`config.mk`:
```
export PLATFORM = sky130hd
export DESIGN_NAME = irq_router
export DESIGN_NICKNAME = d
export VERILOG_FILES = /design/src/rtl/irq_router_pkg.sv /design/src/rtl/irq_src_cell.sv /design/src/rtl/irq_regfile.sv /design/src/rtl/irq_route.sv /design/src/rtl/irq_router.sv
export SDC_FILE = /design/constraint.sdc
export NUM_CORES = 1
export LEC_CHECK = 0
export ABC_CLOCK_PERIOD_IN_PS = 2500
export BUFFER_PORTS_ARGS = -buffer_cell sky130_fd_sc_hd__buf_2
export CELL_PAD_IN_SITES_DETAIL_PLACEMENT = 2
export CELL_PAD_IN_SITES_GLOBAL_PLACEMENT = 2
export CORE_MARGIN = 2
export CORE_UTILIZATION = 40
export CTS_CLUSTER_DIAMETER = 80
export DETAILED_ROUTE_END_ITERATION = 6
export PLACE_DENSITY_LB_ADDON = 0.1
export SYNTH_ARGS = -nofsm -noshare
export SYNTH_HDL_FRONTEND = slang
export SYNTH_HIERARCHICAL = 1
export SYNTH_SLANG_ARGS = --single-unit
```
`constraint.sdc`:
```
create_clock -name clk -period 2.5 [get_ports clk]
set_input_delay 0.375 -clock clk [delete_from_list [all_inputs] [get_ports clk]]
set_output_delay 0.375 -clock clk [all_outputs]
set_load 0.01 [all_outputs]
```
`src/rtl/irq_router_pkg.sv`:
```
package irq_router_pkg;

    localparam int ADDR_W = 12;
    localparam int DATA_W = 32;

    // address regions, decoded from bits [11:8]
    localparam logic [3:0] RGN_GLOBAL = 4'h0;
    localparam logic [3:0] RGN_SENSE  = 4'h1;
    localparam logic [3:0] RGN_PIN    = 4'h2;
    localparam logic [3:0] RGN_CORE   = 4'h3;

    // offsets inside the global region
    localparam logic [7:0] OFF_INFO     = 8'h00;
    localparam logic [7:0] OFF_EN_SET   = 8'h01;
    localparam logic [7:0] OFF_EN_CLR   = 8'h02;
    localparam logic [7:0] OFF_PEND_CTL = 8'h03;
    localparam int         OFF_PEND_RD  = 16;
    localparam int         OFF_EN_RD    = 32;

    localparam int RAISE_BIT  = 31;
    localparam int MAP_EN_BIT = 31;

    typedef struct packed {
        logic both_edges;   // bit 2
        logic edge_trig;    // bit 1
        logic invert;       // bit 0
    } sense_cfg_t;

    typedef enum logic {
        SRC_QUIET = 1'b0,
        SRC_HELD  = 1'b1
    } src_state_e;

endpackage

```
`src/rtl/irq_src_cell.sv`:
```
module irq_src_cell
    import irq_router_pkg::*;
(
    input  logic       clk,
    input  logic       rst_n,
    input  logic       src_async,
    input  sense_cfg_t sense,
    input  logic       sw_raise,
    input  logic       sw_ack,
    output logic       pending
);

    logic       meta_q, sync_q, prev_q;
    logic       rise, fall, edge_seen, level_on, raise_any;
    src_state_e state_q, state_d;

    // two-flop synchroniser followed by the edge history flop
    always_ff @(posedge clk or negedge rst_n) begin
        if (!rst_n) begin
            meta_q <= 1'b0;
            sync_q <= 1'b0;
            prev_q <= 1'b0;
        end else begin
            meta_q <= src_async;
            sync_q <= meta_q;
            prev_q <= sync_q;
        end
    end

    assign rise      = sync_q & ~prev_q;
    assign fall      = ~sync_q & prev_q;
    assign edge_seen = sense.both_edges ? (rise | fall)
                                        : (sense.invert ? fall : rise);
    assign level_on  = sync_q ^ sense.invert;
    assign raise_any = edge_seen | sw_raise;

    // state register
    always_ff @(posedge clk or negedge rst_n) begin
        if (!rst_n) state_q <= SRC_QUIET;
        else        state_q <= state_d;
    end

    // transitions
    always_comb begin
        state_d = state_q;
        unique case (state_q)
            SRC_QUIET: begin
                if (!sense.edge_trig) state_d = level_on  ? SRC_HELD : SRC_QUIET;
                else                  state_d = raise_any ? SRC_HELD : SRC_QUIET;
            end
            SRC_HELD: begin
                if (!sense.edge_trig)           state_d = level_on ? SRC_HELD : SRC_QUIET;
                else if (sw_ack && !raise_any)  state_d = SRC_QUIET;
                else                            state_d = SRC_HELD;
            end
            default: state_d = SRC_QUIET;
        endcase
    end

    // outputs
    always_comb begin
        pending = (state_q == SRC_HELD);
    end

endmodule

```
`src/rtl/irq_regfile.sv`:
```
module irq_regfile
    import irq_router_pkg::*;
#(
    parameter int NUM_SRC  = 16,
    parameter int NUM_CORE = 2,
    parameter int PIN_W    = 2
) (
    input  logic                                clk,
    input  logic                                rst_n,
    input  logic                                wr_en,
    input  logic [ADDR_W-1:0]                   wr_addr,
    input  logic [DATA_W-1:0]                   wr_data,
    input  logic                                rd_en,
    input  logic [ADDR_W-1:0]                   rd_addr,
    output logic [DATA_W-1:0]                   rd_data,
    input  logic [NUM_SRC-1:0]                  pend_vec,
    output sense_cfg_t [NUM_SRC-1:0]            sense_q,
    output logic [NUM_SRC-1:0]                  enable_q,
    output logic [NUM_SRC-1:0][PIN_W-1:0]       pin_num_q,
    output logic [NUM_SRC-1:0]                  map_en_q,
    output logic [NUM_SRC-1:0][NUM_CORE-1:0]    core_vec_q,
    output logic [NUM_SRC-1:0]                  raise_vec,
    output logic [NUM_SRC-1:0]                  ack_vec
);

    localparam int WORDS  = (NUM_SRC + 31) / 32;
    localparam int PAD_W  = WORDS * 32;
    localparam int SIDX_W = (NUM_SRC > 1) ? $clog2(NUM_SRC) : 1;

    logic [3:0]        wr_rgn, rd_rgn;
    logic [7:0]        wr_idx, rd_idx, tgt_idx;
    logic              is_global, en_set_op, en_clr_op, pend_op;
    logic              rd_in_range;
    logic [SIDX_W-1:0] rd_sel;
    logic [PAD_W-1:0]  pend_pad, en_pad;
    logic [DATA_W-1:0] rd_next;

    assign wr_rgn    = wr_addr[11:8];
    assign wr_idx    = wr_addr[7:0];
    assign tgt_idx   = wr_data[7:0];
    assign is_global = wr_en && (wr_rgn == RGN_GLOBAL);
    assign en_set_op = is_global && (wr_idx == OFF_EN_SET);
    assign en_clr_op = is_global && (wr_idx == OFF_EN_CLR);
    assign pend_op   = is_global && (wr_idx == OFF_PEND_CTL);

    for (genvar s = 0; s < NUM_SRC; s++) begin : g_src
        logic idx_hit, tgt_hit;
        assign idx_hit = wr_en && (wr_idx == 8'(s));
        assign tgt_hit = (tgt_idx == 8'(s));

        always_ff @(posedge clk or negedge rst_n) begin
            if (!rst_n) begin
                sense_q[s]    <= '0;
                pin_num_q[s]  <= '0;
                map_en_q[s]   <= 1'b0;
                core_vec_q[s] <= '0;
                enable_q[s]   <= 1'b0;
            end else begin
                if (idx_hit && wr_rgn == RGN_SENSE) sense_q[s] <= wr_data[2:0];
                if (idx_hit && wr_rgn == RGN_PIN) begin
                    pin_num_q[s] <= wr_data[PIN_W-1:0];
                    map_en_q[s]  <= wr_data[MAP_EN_BIT];
                end
                if (idx_hit && wr_rgn == RGN_CORE) core_vec_q[s] <= wr_data[NUM_CORE-1:0];
                if (en_set_op && tgt_hit)      enable_q[s] <= 1'b1;
                else if (en_clr_op && tgt_hit) enable_q[s] <= 1'b0;
            end
        end

        assign raise_vec[s] = pend_op && tgt_hit &&  wr_data[RAISE_BIT];
        assign ack_vec[s]   = pend_op && tgt_hit && !wr_data[RAISE_BIT];
    end

    // read path
    assign rd_rgn      = rd_addr[11:8];
    assign rd_idx      = rd_addr[7:0];
    assign rd_in_range = ({1'b0, rd_idx} < 9'(NUM_SRC));
    assign rd_sel      = rd_idx[SIDX_W-1:0];
    assign pend_pad    = PAD_W'(pend_vec);
    assign en_pad      = PAD_W'(enable_q);

    always_comb begin
        rd_next = '0;
        case (rd_rgn)
            RGN_GLOBAL: begin
                if (rd_idx == OFF_INFO) rd_next = DATA_W'(NUM_SRC / 8 - 1);
                for (int w = 0; w < WORDS; w++) begin
                    if (rd_idx == 8'(OFF_PEND_RD + w)) rd_next = pend_pad[w*32 +: 32];
                    if (rd_idx == 8'(OFF_EN_RD + w))   rd_next = en_pad[w*32 +: 32];
                end
            end
            RGN_SENSE: if (rd_in_range) rd_next = {29'b0, sense_q[rd_sel]};
            RGN_PIN:   if (rd_in_range)
                rd_next = {map_en_q[rd_sel], (DATA_W-1-PIN_W)'(0), pin_num_q[rd_sel]};
            RGN_CORE:  if (rd_in_range) rd_next = DATA_W'(core_vec_q[rd_sel]);
            default:   rd_next = '0;
        endcase
    end

    always_ff @(posedge clk or negedge rst_n) begin
        if (!rst_n)     rd_data <= '0;
        else if (rd_en) rd_data <= rd_next;
    end

    logic unused_wdata;
    assign unused_wdata = ^wr_data;

endmodule

```
`src/rtl/irq_route.sv`:
```
module irq_route #(
    parameter int NUM_SRC  = 16,
    parameter int NUM_CORE = 2,
    parameter int NUM_PIN  = 4,
    parameter int PIN_W    = 2
) (
    input  logic [NUM_SRC-1:0]               active,
    input  logic [NUM_SRC-1:0][PIN_W-1:0]    pin_num,
    input  logic [NUM_SRC-1:0]               map_en,
    input  logic [NUM_SRC-1:0][NUM_CORE-1:0] core_vec,
    output logic [NUM_CORE*NUM_PIN-1:0]      req
);

    for (genvar c = 0; c < NUM_CORE; c++) begin : g_core
        for (genvar p = 0; p < NUM_PIN; p++) begin : g_pin
            logic hit;
            always_comb begin
                hit = 1'b0;
                for (int s = 0; s < NUM_SRC; s++) begin
                    if (active[s] && map_en[s] && core_vec[s][c] &&
                        (pin_num[s] == PIN_W'(p)))
                        hit = 1'b1;
                end
            end
            assign req[c*NUM_PIN + p] = hit;
        end
    end

endmodule

```
`src/rtl/irq_router.sv`:
```
module irq_router
    import irq_router_pkg::*;
#(
    parameter int NUM_SRC  = 16,
    parameter int NUM_CORE = 2,
    parameter int NUM_PIN  = 4
) (
    input  logic                         clk,
    input  logic                         rst_n,
    input  logic [NUM_SRC-1:0]           irq_in,
    input  logic                         bus_wr_en,
    input  logic [ADDR_W-1:0]            bus_wr_addr,
    input  logic [DATA_W-1:0]            bus_wr_data,
    input  logic                         bus_rd_en,
    input  logic [ADDR_W-1:0]            bus_rd_addr,
    output logic [DATA_W-1:0]            bus_rd_data,
    output logic [NUM_CORE*NUM_PIN-1:0]  irq_req
);

    localparam int PIN_W = (NUM_PIN > 1) ? $clog2(NUM_PIN) : 1;

    sense_cfg_t [NUM_SRC-1:0]           sense_q;
    logic [NUM_SRC-1:0]                 enable_vec, pend_vec, edge_vec;
    logic [NUM_SRC-1:0]                 raise_vec, ack_vec, map_en_vec;
    logic [NUM_SRC-1:0][PIN_W-1:0]      pin_num;
    logic [NUM_SRC-1:0][NUM_CORE-1:0]   core_vec;

    irq_regfile #(
        .NUM_SRC (NUM_SRC),
        .NUM_CORE(NUM_CORE),
        .PIN_W   (PIN_W)
    ) u_regs (
        .clk       (clk),
        .rst_n     (rst_n),
        .wr_en     (bus_wr_en),
        .wr_addr   (bus_wr_addr),
        .wr_data   (bus_wr_data),
        .rd_en     (bus_rd_en),
        .rd_addr   (bus_rd_addr),
        .rd_data   (bus_rd_data),
        .pend_vec  (pend_vec),
        .sense_q   (sense_q),
        .enable_q  (enable_vec),
        .pin_num_q (pin_num),
        .map_en_q  (map_en_vec),
        .core_vec_q(core_vec),
        .raise_vec (raise_vec),
        .ack_vec   (ack_vec)
    );

    for (genvar s = 0; s < NUM_SRC; s++) begin : g_cell
        irq_src_cell u_cell (
            .clk      (clk),
            .rst_n    (rst_n),
            .src_async(irq_in[s]),
            .sense    (sense_q[s]),
            .sw_raise (raise_vec[s]),
            .sw_ack   (ack_vec[s]),
            .pending  (pend_vec[s])
        );
        assign edge_vec[s] = sense_q[s].edge_trig;
    end

    irq_route #(
        .NUM_SRC (NUM_SRC),
        .NUM_CORE(NUM_CORE),
        .NUM_PIN (NUM_PIN),
        .PIN_W   (PIN_W)
    ) u_route (
        .active  (pend_vec & enable_vec),
        .pin_num (pin_num),
        .map_en  (map_en_vec),
        .core_vec(core_vec),
        .req     (irq_req)
    );

endmodule

```
==> results of run 1 <==
[what timing repair did]
action / in CTS / in global routing
buffers inserted: 16 / 7
gates resized for setup: 49 / 17
cloned: 0 / 0
hold buffers: 17 / 0
pin swaps: 20 / 9
hold endpoints to repair: 86 / 0
endpoints found under the setup margin: 8 / 8
[report_power, final]
| part | internal, W | leakage, nW | switching (W) | total [W] |
|---|---|---|---|---|
| Combinational | 0.000211 | 3.29 | 0.000343 | 0.000554 |
| Sequential | 0.00371 | 2.99 | 0.0000529 | 0.00376 |
| Clock | 0.00255 | 0.467 | 0.00160 | 0.00415 |
[synth_stat cells (all sizes together) (4+ instances only)]
cell	instances	area, µm²
a31oi	5	31.3
nand2b	60	375
o22a	16	140
buf	34	236
nand3b	14	113
o32ai	5	43.8
nand3	35	175
nor4	17	113
a21oi	4	20.0
nor3	11	55.1
ha	32	400
mux2	135	1520
o21ai	36	180
mux2i	35	350
inv	41	154
o22ai	56	350
nor2b	9	56.3
dfrtp	225	5630
o2bb2ai	13	114
mux4	21	473
and2	18	113
xor2	16	140
nand2	75	282
a22oi	15	113
or4	7	52.6
nor2	96	360
clkbuf	29	169
nand4b	22	193
[worst paths after layout]
| path | slack [ns] | depth (start not counted) | end | start |
|---|---|---|---|---|
| hold reg to reg | 0.35 | 0 | g_cell[5].u_cell/sync_q | g_cell[5].u_cell/meta_q |
| setup / recovery | -0.39 | 6 | irq_req[0] | g_cell[2].u_cell/pending |
| setup reg to reg | 0.51 | 5 | u_regs/rd_data[0] | u_regs/pin_num_q[26] |
| hold / removal | 0.27 | 3 | u_regs/enable_q[13] | bus_wr_data[3] |
| max in group asynchronous | 1.30 | 3 | g_cell[14].u_cell/prev_q | rst_n |
| min in group asynchronous | 0.39 | 2 | u_regs/core_vec_q[16] | rst_n |
[routing by layer]
metal / routed length, µm / vias to the layer above / track usage [%]
met1: 20400 / 5348 / 38.8
met4: 1810 / 0 / 11.5
met5: 0 / - / 0
li1: - / 4406 / -
met2: 25100 / 286 / 56.1
met3: 1840 / 98 / 3.29
[sequential cells by signal, indices dropped and copies added (netlist names)]
| signal | cells |
|---|---|
| g_cell.u_cell/prev_q | 16 |
| u_regs/pin_num_q | 32 |
| u_regs/enable_q | 16 |
| g_cell.u_cell/pending | 16 |
| g_cell.u_cell/sync_q | 16 |
| u_regs/map_en_q | 16 |
| g_cell.u_cell/meta_q | 16 |
| u_regs/sense_q | 48 |
| u_regs/rd_data | 17 |
| u_regs/core_vec_q | 32 |
[kinds of logic after synthesis]
group           Yosys count
simple gates            385
fa+ha+maj                32
buf+inv                 105
mux                     191
flops                   225
xor+xnor                 16
other cells               1
compound gates          166
[cell type report]
cell class,instances,area share (%)
Timing Repair Buffer,196,9.54
Tap cell,396,3.29
Inverter,42,1.05
Sequential cell,225,37.3
Multi-Input combinational cell,805,42.5
Clock buffer,43,5.69
Clock inverter,6,0.581
[through the flow]
step	instances	hold slack (ns)
6_report	1713	0.271
5_1_grt	1713	0.290
4_1_cts	1707	0.258
3_5_place_dp	1627	0.336
3_3_place_gp	1627	0.333
2_1_floorplan	1135	0.0794
[layout by cell type, fill, tap and decap left out, types with 5 or more instances in the layout]
master,netlist,final
nand2b_1,60,60
and2_4,0,14
nor4_1,16,8
inv_1,41,41
mux4_2,21,21
o22a_1,16,16
ha_1,32,32
o21ai_0,36,36
o22ai_1,56,45
nor3_1,11,11
buf_2,6,76
buf_4,23,92
nor2_1,96,95
mux2i_1,35,35
nand2_1,75,75
nand4b_1,22,22
buf_12,0,8
xor2_1,16,16
nand3b_1,12,12
o22ai_2,0,10
a22oi_1,15,15
nand3_2,0,14
dlygate4sd3_1,0,17
o2bb2ai_1,13,13
nor2b_1,9,9
mux2_2,135,135
or4_1,7,6
clkbuf_8,6,8
a31oi_1,5,5
nor4_2,1,7
clkbuf_16,0,29
nand3_1,35,20
conb_1,1,15
dfrtp_1,225,225
clkbuf_1,23,6
[critical path: stages, from the launching register on]
cell      delay [ns]
dfrtp_1         0.38
and2_4          0.19
nand3b_1        0.18
o22ai_1         0.14
or4_4           0.51
or4_1           0.42
buf_2           0.16
==> impl_metrics.json, run 1 <==
{
  "status": "finished, violations left",
  "violations": "negative setup slack",
  "setup.worst_path.class": "register to output port",
  "initial_core_util_pct": 40.3,
  "start_kind": "register",
  "p_total_w": 0.00846,
  "place_area_mm2": 0.0135,
  "place_congestion": 0.930,
  "ys.flop_type": "dfrtp_1",
  "clock_skew_ns": 0.00802,
  "clock-sinks": 225,
  "pre_cts_slack_ns": -0.00738,
  "antenna_found_initial": 0,
  "clock_tree.root_cell": "clkbuf_16",
  "syn-cell-area_mm2": 0.0123,
  "multi_input_area_mm2": 0.00641,
  "grt_pass1_wl_um": 72900,
  "irDropWorstVdd_uv": 475,
  "grt_start_max_net_pins": 76,
  "max_freq_ghz": 0.346,
  "synth-simple-area-share_pct": 16.8,
  "vias_per_cell": 5.92,
  "period_share_pct": 116,
  "num_antenna_cells": 0,
  "cp.required_ns": 2.12,
  "area_growth_pct": 22.8,
  "synth-edff-count": 0,
  "cap_violations": 0,
  "setup_violations": 2,
  "wl_per_cell_um": 28.7,
  "yosys.area_share.adder_pct": 3.26,
  "tightestPinTransition_ns": 0.719,
  "synth-compound-area-share_pct": 9.17,
  "rsz0062_at_grt": "yes",
  "avgSynthCellArea_um2": 10.9,
  "utilization_pct": 49.6,
  "die_area_mm2": 0.0321,
  "yosys_warnings": 6,
  "path_clk_slew_ns": 0.06,
  "synth.distinct_cells": 59,
  "relSlewSlack_pct": 52.1,
  "grt_pass1_vias": 11190,
  "io_pins": 116,
  "maxSlewViolCount": 0,
  "crit_path_max_fanout": 2,
  "htreeDepth": 1,
  "die_y_um": 179,
  "setup_tns_ns": -0.431,
  "regArea_mm2": 0.00563,
  "cts_buffers": 28,
  "yosysSeqAreaShare_pct": 45.9,
  "p_leak_nw": 6.75,
  "drt-initial-drc-count": 545,
  "endpoint_kind": "output port",
  "hold_viol": 0,
  "postSynth.asyncResetShare_pct": 100,
  "fin_ws_ns": -0.390,
  "drc": 0,
  "cts_tree": "done",
  "min_path_type": "input pin to register",
  "antenna_left": 0,
  "grt_usage_pct": 31.3,
  "design_area_mm2": 0.0151,
  "drive_gt1_share_pct": 33.6,
  "core_mm2": 0.0304,
  "synth_top_family_by_area": "multiplexers",
  "rows": 64,
  "nFillCells": 3126,
  "num_vias": 10138,
  "grt.overflow.total": 0,
  "port-buffer-count": 77,
  "yosys.area_share.xor_xnor_pct": 1.14,
  "pwr_density_cell_mw_per_mm2": 561,
  "cp_data_arrival_time_ns": 2.51,
  "cts_max_path_buffers": 3,
  "die_w_um": 179,
  "dp_hpwl_um": 36100,
  "drt_wl_total_um": 49100,
  "fin_crit_ns": 2.89,
  "clk_latency_ns": 0.54,
  "synth.mux.area_fraction_pct": 19.1,
  "synth_cells": 1121,
  "firstDrtPassIters": 4,
  "nets": 1406,
  "ys_seq_elements": 225
}
Power figures use the tool's default switching activity.
==> run 2, diff against run 1 <==
--- a/config.mk
+++ b/config.mk
@@ -7,8 +7,8 @@
 export LEC_CHECK = 0
 export ABC_CLOCK_PERIOD_IN_PS = 2500
 export BUFFER_PORTS_ARGS = -buffer_cell sky130_fd_sc_hd__buf_2
-export CELL_PAD_IN_SITES_DETAIL_PLACEMENT = 2
-export CELL_PAD_IN_SITES_GLOBAL_PLACEMENT = 2
+export CELL_PAD_IN_SITES_DETAIL_PLACEMENT = 1
+export CELL_PAD_IN_SITES_GLOBAL_PLACEMENT = 1
 export CORE_MARGIN = 2
 export CORE_UTILIZATION = 40
 export CTS_CLUSTER_DIAMETER = 80
@@ -16,5 +16,4 @@
 export PLACE_DENSITY_LB_ADDON = 0.1
 export SYNTH_ARGS = -nofsm -noshare
 export SYNTH_HDL_FRONTEND = slang
-export SYNTH_HIERARCHICAL = 1
 export SYNTH_SLANG_ARGS = --single-unit
==> run 2 against run 1 <==
The flow still finishes with violations (negative setup slack). Flip-flop and latch count is the same. Setup slack gained 0.34 ns. Worst hold slack worse by 0.062 ns. Global-route usage down 2.5 points. Final cell count increased by 0.41%. Combinational power increased by 3%. Critical path type unchanged. Largest power group unchanged. Highest routed layer unchanged.
==> impl_metrics.json, run 2 <==
{
  "status": "finished, violations left",
  "violations": "negative setup slack",
  "grt_start_max_net_pins": 56,
  "endpoint_kind": "output port",
  "multi_input_area_mm2": 0.00613,
  "synth_area_leaders": "dfrtp_1 46%, mux2_2 14%, mux4_2 4.8%",
  "cp.required_ns": 2.12,
  "die_w_um": 179,
  "reg2reg_slack_ns": 0.35,
  "initial_core_util_pct": 40.3,
  "antenna_left": 0,
  "met1_length_um": 20500,
  "die_area_mm2": 0.0320,
  "grt_usage_pct": 28.8,
  "top_regs": "u_regs.sense_q x48, u_regs.core_vec_q x32, u_regs.pin_num_q x32",
  "worstHoldPathCells": 4,
  "synth.most_common_cell": "dfrtp_1",
  "pre_cts_slack_ns": -0.0458,
  "vias_per_cell": 5.94,
  "rows": 64,
  "synth.distinct_cells": 48,
  "rsz0062_at_grt": "yes",
  "start_kind": "register",
  "final_cell_mix": "217 x dfrtp_1, 148 x mux2_2, 101 x buf_4",
  "route.met2.wl_um": 20300,
  "tightestPinTransition_ns": 1.05,
  "max_freq_ghz": 0.392,
  "setup_violations": 1,
  "port-buffer-count": 77,
  "cap_violations": 0,
  "worstPathCellList": "nand4_1, nor3_1, nor4_1, nand4_1, buf_2",
  "cp_data_arrival_time_ns": 2.18,
  "synth.top_cell.area_share_pct": 46.1,
  "clock-sinks": 225,
  "antenna_found_initial": 0,
  "regMostFlops": "u_regs.sense_q",
  "final_common_cell": "dfrtp_1",
  "period_share_pct": 102,
  "cts_max_path_buffers": 3,
  "yosys.area.top_type": "dfrtp_1",
  "path_clk_slew_ns": 0.06,
  "hold_viol": 0,
  "clk_latency_ns": 0.54,
  "fin_ws_ns": -0.0501,
  "min_to": "u_regs.rd_data[31]",
  "firstDrtPassIters": 7,
  "top_layer_used": "met4",
  "grt_pass1_wl_um": 67200,
  "grt.overflow.total": 0,
  "drc": 0,
  "clock_skew_ns": 0.0153,
  "nets": 1413,
  "core_mm2": 0.0303,
  "synth-edff-count": 0,
  "r2r_cells": 5,
  "die_y_um": 179,
  "cp_slowest_cell": "dfrtp_1",
  "irDropWorstVdd_uv": 461,
  "htreeDepth": 1,
  "fin_crit_ns": 2.55,
  "relSlewSlack_pct": 29.2,
  "crit_top_cell": "nand4_1",
  "dp_hpwl_um": 34900,
  "wl_per_cell_um": 26.3,
  "crit_path_max_fanout": 4,
  "worstReg2RegEnd": "u_regs.rd_data[0]",
  "syn-cell-area_mm2": 0.0122,
  "pwr_density_cell_mw_per_mm2": 575,
  "place_congestion": 0.943,
  "wl_met3_um": 2870,
  "crit_family": "simple AND/OR/NAND/NOR gates",
  "ys.flop_type": "dfrtp_1",
  "yosys_warnings": 0,
  "drt-initial-drc-count": 765,
  "postSynth.asyncResetShare_pct": 100,
  "r2r-start": "u_regs.pin_num_q[30]",
  "cts_buffers": 26,
  "ys_seq_elements": 225,
  "maxSlewViolCount": 0,
  "synth_common_cells": "225 x dfrtp_1, 148 x mux2_2, 83 x nand2_1",
  "io_pins": 116,
  "min_path_type": "input pin to register",
  "yosysSeqAreaShare_pct": 46.1,
  "avgSynthCellArea_um2": 10.7,
  "grt_pass1_vias": 10209,
  "setup.worst_path.class": "register to output port",
  "num_vias": 10213,
  "cts_tree": "done",
  "worstHoldStart": "bus_rd_addr[6]",
  "largest_register_ff_count": 48,
  "area_growth_pct": 22.0,
  "synth_cells": 1140,
  "drt_wl_total_um": 45300,
  "path_buf_inv": 1,
  "regArea_mm2": 0.00564,
  "path_depth": 5,
  "utilization_pct": 49.1,
  "drive_gt1_share_pct": 32.8,
  "crit_path_max_incr_delay_ns": 0.53,
  "clock_tree.root_cell": "clkbuf_16",
  "num_antenna_cells": 0,
  "p_leak_nw": 6.75,
  "nFillCells": 3331
}
## run 2: timing repair
action | CTS | global route
endpoints found under the hold margin | 61 | 0
setup buffers | 14 | 10
hold buffers | 17 | 0
endpoints found under the setup margin | 6 | 8
gates resized for setup | 4 | 19
pin swaps | 13 | 20
## run 2: area by class of cell
class,instances,area share [%]
flip-flops and latches,225,37.8
well taps,396,3.32
clock buffers,32,4.86
repair buffers,202,9.82
multi-input cells,791,41.1
inverters,59,1.49
clock inverters,15,1.54
## run 2: tightest hold or removal path: cells and delay by family
| family | cells | cell delay, ns |
|---|---|---|
| buf+inv | 1 | 0.10 |
| simple gates | 2 | 0.14 |
| compound gates | 1 | 0.07 |
## run 2: stage by stage
step           cell area (µm²)  hold slack, ns  power (W)  cells  setup TNS, ns
3_3_place_gp             13500           0.312    0.00438   1632        -0.0432
3_5_place_dp             13500           0.309    0.00439   1632        -0.0458
5_1_grt                  14900           0.238    0.00886   1720         -0.166
2_1_floorplan            12300          0.0794    0.00407   1154              0
4_1_cts                  14800           0.197    0.00866   1710        -0.0202
6_report                 14900           0.209    0.00858   1720        -0.0501
## run 2: where the power goes
part | internal [W] | switching [W] | leakage, nW
Combinational | 0.000218 | 0.000354 | 3.31
Clock | 0.00267 | 0.00156 | 0.469
Sequential | 0.00370 | 0.0000718 | 2.97
## run 2: cells by family after synthesis
kind of cell	count (synthesis)	share of synthesized area, %
XOR/XNOR	16	1.15
adder cells (fa/ha/maj)	32	3.28
other	1	0.0307
AND/OR/NAND/NOR	376	16.1
AO/OA/AOI/OAI	156	8.21
multiplexers	196	20.2
buffers and inverters	138	4.98
flip-flops	225	46.1
## run 2: routing by layer
layer  vias up  track usage (%)
li1       4496                -
met1      5238             41.0
met2       384             44.7
met3        95             4.58
met4         0             9.38
met5         -                0
## run 2: worst max path at each step
| stage | slack (ns) | to | from |
|---|---|---|---|
| global route | -0.09 | irq_req[4] | g_cell[15].u_cell.pending |
| detailed placement | -0.05 | g_cell[3].u_cell.pending | bus_wr_addr[5] |
| floorplan | 0.22 | g_cell[3].u_cell.pending | bus_wr_addr[5] |
| global placement | -0.04 | g_cell[3].u_cell.pending | bus_wr_addr[5] |
| finish | -0.05 | irq_req[4] | g_cell[15].u_cell.pending |
| CTS | -0.02 | irq_req[4] | u_regs.enable_q[3] |
